### src/rtl/stateen_pkg.sv
package stateen_pkg;

   localparam int DATA_W = 64;
   localparam int HALF_W = 32;
   localparam int ADDR_W = 12;
   localparam int SLOT_W = 2;

   localparam logic [1:0] PRV_U = 2'd0;
   localparam logic [1:0] PRV_M = 2'd3;

   // address bits 11:2 of each window; bits 1:0 pick the register index
   localparam logic [ADDR_W-3:0] WIN_M_LO = 10'h0C3;
   localparam logic [ADDR_W-3:0] WIN_M_HI = 10'h0C7;
   localparam logic [ADDR_W-3:0] WIN_H_LO = 10'h183;
   localparam logic [ADDR_W-3:0] WIN_H_HI = 10'h187;
   localparam logic [ADDR_W-3:0] WIN_S_LO = 10'h043;

   localparam logic [DATA_W-1:0] TOP_BIT   = {1'b1, {(DATA_W-1){1'b0}}};
   localparam logic [DATA_W-1:0] UPPER_ONES = {{HALF_W{1'b1}}, {HALF_W{1'b0}}};

   typedef enum logic [1:0] {
      TIER_M    = 2'd0,
      TIER_H    = 2'd1,
      TIER_S    = 2'd2,
      TIER_NONE = 2'd3
   } tier_e;

   typedef struct packed {
      logic              hit;
      tier_e             tier;
      logic [SLOT_W-1:0] idx;
      logic              hi;
      logic              illegal;
   } sel_t;

endpackage

### src/rtl/stateen_decode.sv
module stateen_decode
   import stateen_pkg::*;
#(
   parameter int NREG   = 4,
   parameter bit HYP_EN = 1'b1
) (
   input  logic [ADDR_W-1:0] addr,
   input  logic [1:0]        priv,
   input  logic              virt,
   input  logic              ext_en,
   output sel_t              sel
);

   logic slot_ok;
   logic priv_ok;

   assign slot_ok = (int'(addr[SLOT_W-1:0]) < NREG);

   always_comb begin
      sel      = '0;
      sel.tier = TIER_NONE;
      sel.idx  = addr[SLOT_W-1:0];
      unique case (addr[ADDR_W-1:SLOT_W])
         WIN_M_LO: begin sel.hit = slot_ok; sel.tier = TIER_M; end
         WIN_M_HI: begin sel.hit = slot_ok; sel.tier = TIER_M; sel.hi = 1'b1; end
         WIN_H_LO: begin sel.hit = slot_ok; sel.tier = TIER_H; end
         WIN_H_HI: begin sel.hit = slot_ok; sel.tier = TIER_H; sel.hi = 1'b1; end
         WIN_S_LO: begin sel.hit = slot_ok; sel.tier = TIER_S; end
         default:  sel.hit = 1'b0;
      endcase

      unique case (sel.tier)
         TIER_M:  priv_ok = (priv == PRV_M);
         TIER_H:  priv_ok = HYP_EN && !virt && (priv != PRV_U);
         TIER_S:  priv_ok = (priv != PRV_U);
         default: priv_ok = 1'b0;
      endcase

      sel.illegal = sel.hit && (!ext_en || !priv_ok);
   end

endmodule

### src/rtl/stateen_tier.sv
module stateen_tier
   import stateen_pkg::*;
#(
   parameter int                NREG = 4,
   parameter logic [DATA_W-1:0] BASE = TOP_BIT
) (
   input  logic                         clk,
   input  logic                         rst_n,
   input  logic                         wr_en,
   input  logic [SLOT_W-1:0]            wr_idx,
   input  logic                         wr_hi,
   input  logic [DATA_W-1:0]            wdata,
   input  logic [NREG-1:0][DATA_W-1:0]  limit,
   output logic [NREG-1:0][DATA_W-1:0]  regs_q
);

   logic [DATA_W-1:0] data_al;
   logic [DATA_W-1:0] half_sel;

   assign data_al  = wr_hi ? {wdata[HALF_W-1:0], {HALF_W{1'b0}}} : wdata;
   assign half_sel = wr_hi ? UPPER_ONES : '1;

   for (genvar i = 0; i < NREG; i++) begin : g_slot
      logic [DATA_W-1:0] mask;
      assign mask = BASE & limit[i] & half_sel;

      always_ff @(posedge clk or negedge rst_n) begin
         if (!rst_n)
            regs_q[i] <= '0;
         else if (wr_en && (int'(wr_idx) == i))
            regs_q[i] <= (regs_q[i] & ~mask) | (data_al & mask);
      end
   end

   // no write strobe from the bank, no change in this tier
   assert_tier_hold_R9: assert property (@(posedge clk) disable iff (!rst_n)
      !wr_en |=> $stable(regs_q));

endmodule

### src/rtl/stateen_bank.sv
module stateen_bank
   import stateen_pkg::*;
#(
   parameter int                NREG   = 4,
   parameter bit                HYP_EN = 1'b1,
   parameter logic [DATA_W-1:0] M_BASE = TOP_BIT,
   parameter logic [DATA_W-1:0] H_BASE = TOP_BIT,
   parameter logic [DATA_W-1:0] S_BASE = TOP_BIT
) (
   input  logic              clk,
   input  logic              rst_n,
   input  logic              ext_en,
   input  logic [1:0]        priv,
   input  logic              virt,
   input  logic              csr_req,
   input  logic              csr_we,
   input  logic [11:0]       csr_addr,
   input  logic [63:0]       csr_wdata,
   output logic [63:0]       csr_rdata,
   output logic              csr_illegal
);

   if (NREG < 1 || NREG > 4) begin : g_bad_nreg
      $error("stateen_bank: NREG must lie in 1..4");
   end

   sel_t sel;
   logic legal_wr;
   logic wr_m, wr_h, wr_s;
   logic [NREG-1:0][DATA_W-1:0] m_q, h_q, s_q;
   logic [NREG-1:0][DATA_W-1:0] m_lim, s_lim;
   logic [DATA_W-1:0] full_val;

   stateen_decode #(.NREG(NREG), .HYP_EN(HYP_EN)) u_dec (
      .addr   (csr_addr),
      .priv   (priv),
      .virt   (virt),
      .ext_en (ext_en),
      .sel    (sel)
   );

   assign legal_wr = csr_req && csr_we && sel.hit && !sel.illegal;
   assign wr_m     = legal_wr && (sel.tier == TIER_M);
   assign wr_h     = legal_wr && (sel.tier == TIER_H);
   assign wr_s     = legal_wr && (sel.tier == TIER_S);

   assign m_lim = '1;

   stateen_tier #(.NREG(NREG), .BASE(M_BASE)) u_mtier (
      .clk, .rst_n,
      .wr_en (wr_m), .wr_idx (sel.idx), .wr_hi (sel.hi),
      .wdata (csr_wdata), .limit (m_lim), .regs_q (m_q)
   );

   if (HYP_EN) begin : g_hyp
      stateen_tier #(.NREG(NREG), .BASE(H_BASE)) u_htier (
         .clk, .rst_n,
         .wr_en (wr_h), .wr_idx (sel.idx), .wr_hi (sel.hi),
         .wdata (csr_wdata), .limit (m_q), .regs_q (h_q)
      );
      assign s_lim = virt ? m_q : h_q;
   end else begin : g_nohyp
      assign h_q   = '0;
      assign s_lim = m_q;
   end

   stateen_tier #(.NREG(NREG), .BASE(S_BASE)) u_stier (
      .clk, .rst_n,
      .wr_en (wr_s), .wr_idx (sel.idx), .wr_hi (1'b0),
      .wdata (csr_wdata), .limit (s_lim), .regs_q (s_q)
   );

   always_comb begin
      full_val = '0;
      if (sel.hit) begin
         unique case (sel.tier)
            TIER_M:  full_val = m_q[sel.idx];
            TIER_H:  full_val = h_q[sel.idx];
            TIER_S:  full_val = s_q[sel.idx];
            default: full_val = '0;
         endcase
      end
   end

   assign csr_illegal = csr_req && sel.illegal;
   assign csr_rdata   = (!csr_req || !sel.hit || sel.illegal) ? '0 :
                        sel.hi ? {{HALF_W{1'b0}}, full_val[DATA_W-1:HALF_W]} : full_val;

   assert_ext_gate_R7: assert property (@(posedge clk) disable iff (!rst_n)
      (csr_req && !ext_en && sel.hit) |-> (csr_illegal && csr_rdata == '0));

   assert_refused_no_write_R8: assert property (@(posedge clk) disable iff (!rst_n)
      (csr_req && csr_illegal) |=> ($stable(m_q) && $stable(h_q) && $stable(s_q)));

   assert_upper_read_R6: assert property (@(posedge clk) disable iff (!rst_n)
      (csr_req && sel.hi && !csr_illegal) |-> (csr_rdata[DATA_W-1:HALF_W] == '0));

   for (genvar i = 0; i < NREG; i++) begin : g_chk
      assert_h_needs_m_R4: assert property (@(posedge clk) disable iff (!rst_n)
         $rose(h_q[i][DATA_W-1]) |-> $past(m_q[i][DATA_W-1]));
      assert_s_source_R5: assert property (@(posedge clk) disable iff (!rst_n)
         $rose(s_q[i][DATA_W-1]) |-> $past((virt || !HYP_EN) ? m_q[i][DATA_W-1] : h_q[i][DATA_W-1]));
   end

endmodule

### config.mk
export PLATFORM = sky130hd
export DESIGN_NAME = stateen_bank
export DESIGN_NICKNAME = d
export VERILOG_FILES = /design/src/rtl/stateen_pkg.sv /design/src/rtl/stateen_decode.sv /design/src/rtl/stateen_tier.sv /design/src/rtl/stateen_bank.sv
export SDC_FILE = /design/constraint.sdc
export NUM_CORES = 1
export LEC_CHECK = 0
export CORE_MARGIN = 2
export CORE_UTILIZATION = 34
export CTS_CLUSTER_DIAMETER = 60
export DETAILED_ROUTE_END_ITERATION = 8
export DONT_BUFFER_PORTS = 1
export GPL_ROUTABILITY_DRIVEN = 0
export SYNTH_ARGS = -nofsm -noshare
export SYNTH_HDL_FRONTEND = slang
export SYNTH_SLANG_ARGS = --single-unit
export TNS_END_PERCENT = 5
### constraint.sdc
create_clock -name clk -period 2.1 [get_ports clk]
set_clock_uncertainty 0.05 [all_clocks]
set_input_delay 0.42 -clock clk [delete_from_list [all_inputs] [get_ports clk]]
set_output_delay 0.42 -clock clk [all_outputs]
set_load 0.02 [all_outputs]
==> results.md <==
- Outcome: finished clean
- Number of global-route vias before repair: approximately 780
- CTS Buf Count: 3
- Post-synth top cells: 62 x buf_4, 12 x dfrtp_1, 12 x mux2_2
- Pwr Density: ~450 nW/µm²
- Detailed-route via count: just over 900
- Detailed Routing Iterations Pass 1: 4
- Final WS setup: approximately 0.054 ns
- Routed Antenna Nets: 0
- Sequential share of power: between 40% and 50%
- Post-CTS Setup Inserts: 0
- Die height: between 60 and 70 µm
- Top cells by area, synth: buf_4 34%, dfrtp_1 22%, mux2_2 9.8%
- Setup violators final: 0
- Die area: 4596 µm²
- Clk Latency, worst-skew pair: 0.24 ns
- Yosys cell types: 34
- Net Sw Power: a little under 200 µW
- Cell Area, Placed: about 1200 µm²
- Hold crit path type: input pin to flop
- Fin crit period: roughly 2.0 ns
- Slew @ Worst Pin: ~0.55 ns
- Post-CTS Resized: 0
- Switching part of the total: between 30% and 40%
- Largest net degree at the start of global routing: 13
- Dpl ws: -0.1622 ns
- Yosys top cell by area: buf_4
- Warnings from Yosys: 0
- Leakage: approximately 0.61 nW
- Core Box Area: around 4000 µm²
- Min-delay src: csr_wdata[63]
- WL final: 2432 µm
- Slew headroom: between 60 and 70%
- Area Overhead vs Synth: -6.691%
- CP Launch Point: g_hyp.u_htier.regs_q[255]$_DFFE_PN0P_
- Setup CP Type: flop to output port
- Fillers: 438
- Power Total: about 580 µW
- DRT iter0 DRCs: 47
- IO buf count: 0
- Internal power: between 300 and 400 µW
- GRT Total Usage: 10.85%
- GRT overflow: 0
- Final design utilization: between 30% and 40%
- Pins Over Slew Limit: 0
- Hold Slack: between 0.2 and 0.3 ns
- Fin crit share: a little over nine tenths
- R2r startpoint: u_mtier.regs_q[255]$_DFFE_PN0P_
- Detail Placement HPWL: between 2000 and 2500 µm
- Post-Synthesis Cells: ~150
- Part of the power in combinational logic: 24.1%
- Design area: 1291 µm²
- Crit-path max FO: 3
- Crit path required time: roughly 1.6 ns
- Async SR Flop Fraction: 100.0%
- Synth Register Bits: 12
- Area of the multi-input gates: between 800 and 900 µm²
- ANT cells: 0
- Clock Sink Count: 12
- Initial Utilization: 34.85%
- Initial antenna violation count: 0
- Number of flops mapped to enable cells by yosys: 0
- Hold Vio Cnt, Final: 0
- Cell Area, Synth: about 1400 µm²
- Post-CTS Hold Buffers: 1
- Clk slew on worst S/H paths: 0.05 ns
- CP startpoint kind: flop
- Seq/Total Area, Yosys: 21.70%
- Register area: roughly 300 µm²
- RSZ-0062 raised after global routing: no
- CTS tree: done
- Synth Flop Type: dfrtp_1
- Clock buffer depth: 2
- First-pass GRT wire length: approximately 3600 µm
- I/O Pins: approximately 150
- Layout Cells excl Fill: around 210
- Crit. End Element: output port
- Setup tns final: 0 ns
- Top-count cell post-synth: buf_4
- Post-route DRC: 0
- Placed cells: 203
- DR vias/cell: 4.396
- H-Tree Depth: 1
- Row cnt: 23
- Fraction of layout cells with a size suffix above 1: 19.75%
- Clock power frac: a little over a third
- Crit path DAT: 1.58 ns
- Synth top area share: 33.63%
- Routed WL per cell: ~12 µm
- Maximum clock rate: around 490 MHz
- Die Wd: 67.80 µm
- Max_cap viols: 0
- Root Driver: clkbuf_8
- Nets: between 200 and 250
- Syn avg cell area: between 9 and 10 µm²
- Peak VDD IR: 0.0002110 V
-- layout make-up --
class | count | area share (%)
multi-input combinational | 135 | 65.02
sequential | 12 | 23.26
tap | 50 | 4.845
clock buffer | 3 | 3.198
timing repair buffer | 5 | 3.101
inverter | 2 | 0.5814
-- cells by family after synthesis --
kind of cell / count (synthesis) / synth area share (%)
buf+inv: 67 / 34.99
simple gates: 46 / 20.62
mux: 20 / 18.63
flops: 12 / 21.70
compound gates: 6 / 3.164
xor+xnor: 1 / 0.6330
other cells: 1 / 0.2710
-- flip-flops by register name, indices dropped and copies added, names as in the netlist --
signal	cells
g_hyp.u_htier.regs_q	4
u_mtier.regs_q	4
u_stier.regs_q	4
-- power by group through the flow --
stage,sequential (mW),clock (mW),combinational [mW]
4_1_cts,0.232,0.216,0.137
3_3_place_gp,0.236,0,0.131
2_1_floorplan,0.236,0,0.221
3_5_place_dp,0.236,0,0.131
6_report,0.232,0.206,0.139
5_1_grt,0.231,0.226,0.155
-- routing by layer --
metal,vias up,track usage [%],wire (µm)
li1,426,-,-
met1,428,13.69,1012
met2,51,17.40,1133
met3,5,2.500,238
met4,0,5.250,47
met5,-,0,0
-- final timing paths --
kind	depth (start not counted)	to	slack (ns)
worst max-delay path	4	csr_rdata[63]	0.05
worst min-delay path	1	u_stier.regs_q[63]$_DFFE_PN0P_	0.28
worst max register to register	4	u_stier.regs_q[255]$_DFFE_PN0P_	0.93
worst min register to register	1	u_stier.regs_q[191]$_DFFE_PN0P_	0.46
max in group asynchronous	1	g_hyp.u_htier.regs_q[191]$_DFFE_PN0P_	1.08
min in group asynchronous	1	u_mtier.regs_q[255]$_DFFE_PN0P_	0.56
-- cells in the final DEF, fill, tap and decap left out, types with 2 or more instances in the layout --
cell type,count
nand2b_1,3
conb_1,62
mux2i_1,4
nor3b_1,2
nand2_1,8
dfrtp_1,12
buf_4,4
nor3_1,6
nand4_1,2
inv_1,2
nand4b_1,3
nand3_1,2
mux2_2,12
nor2_1,5
nor4_1,4
mux4_2,3
clkbuf_8,3
-- worst max-delay path: stages (launching register included) --
cell	delay, ns
dfrtp_1	0.39
mux4_2	0.49
nand4b_1	0.12
nand3_1	0.10
and3_2	0.24
No activity file was read; power rests on OpenSTA's default activity.
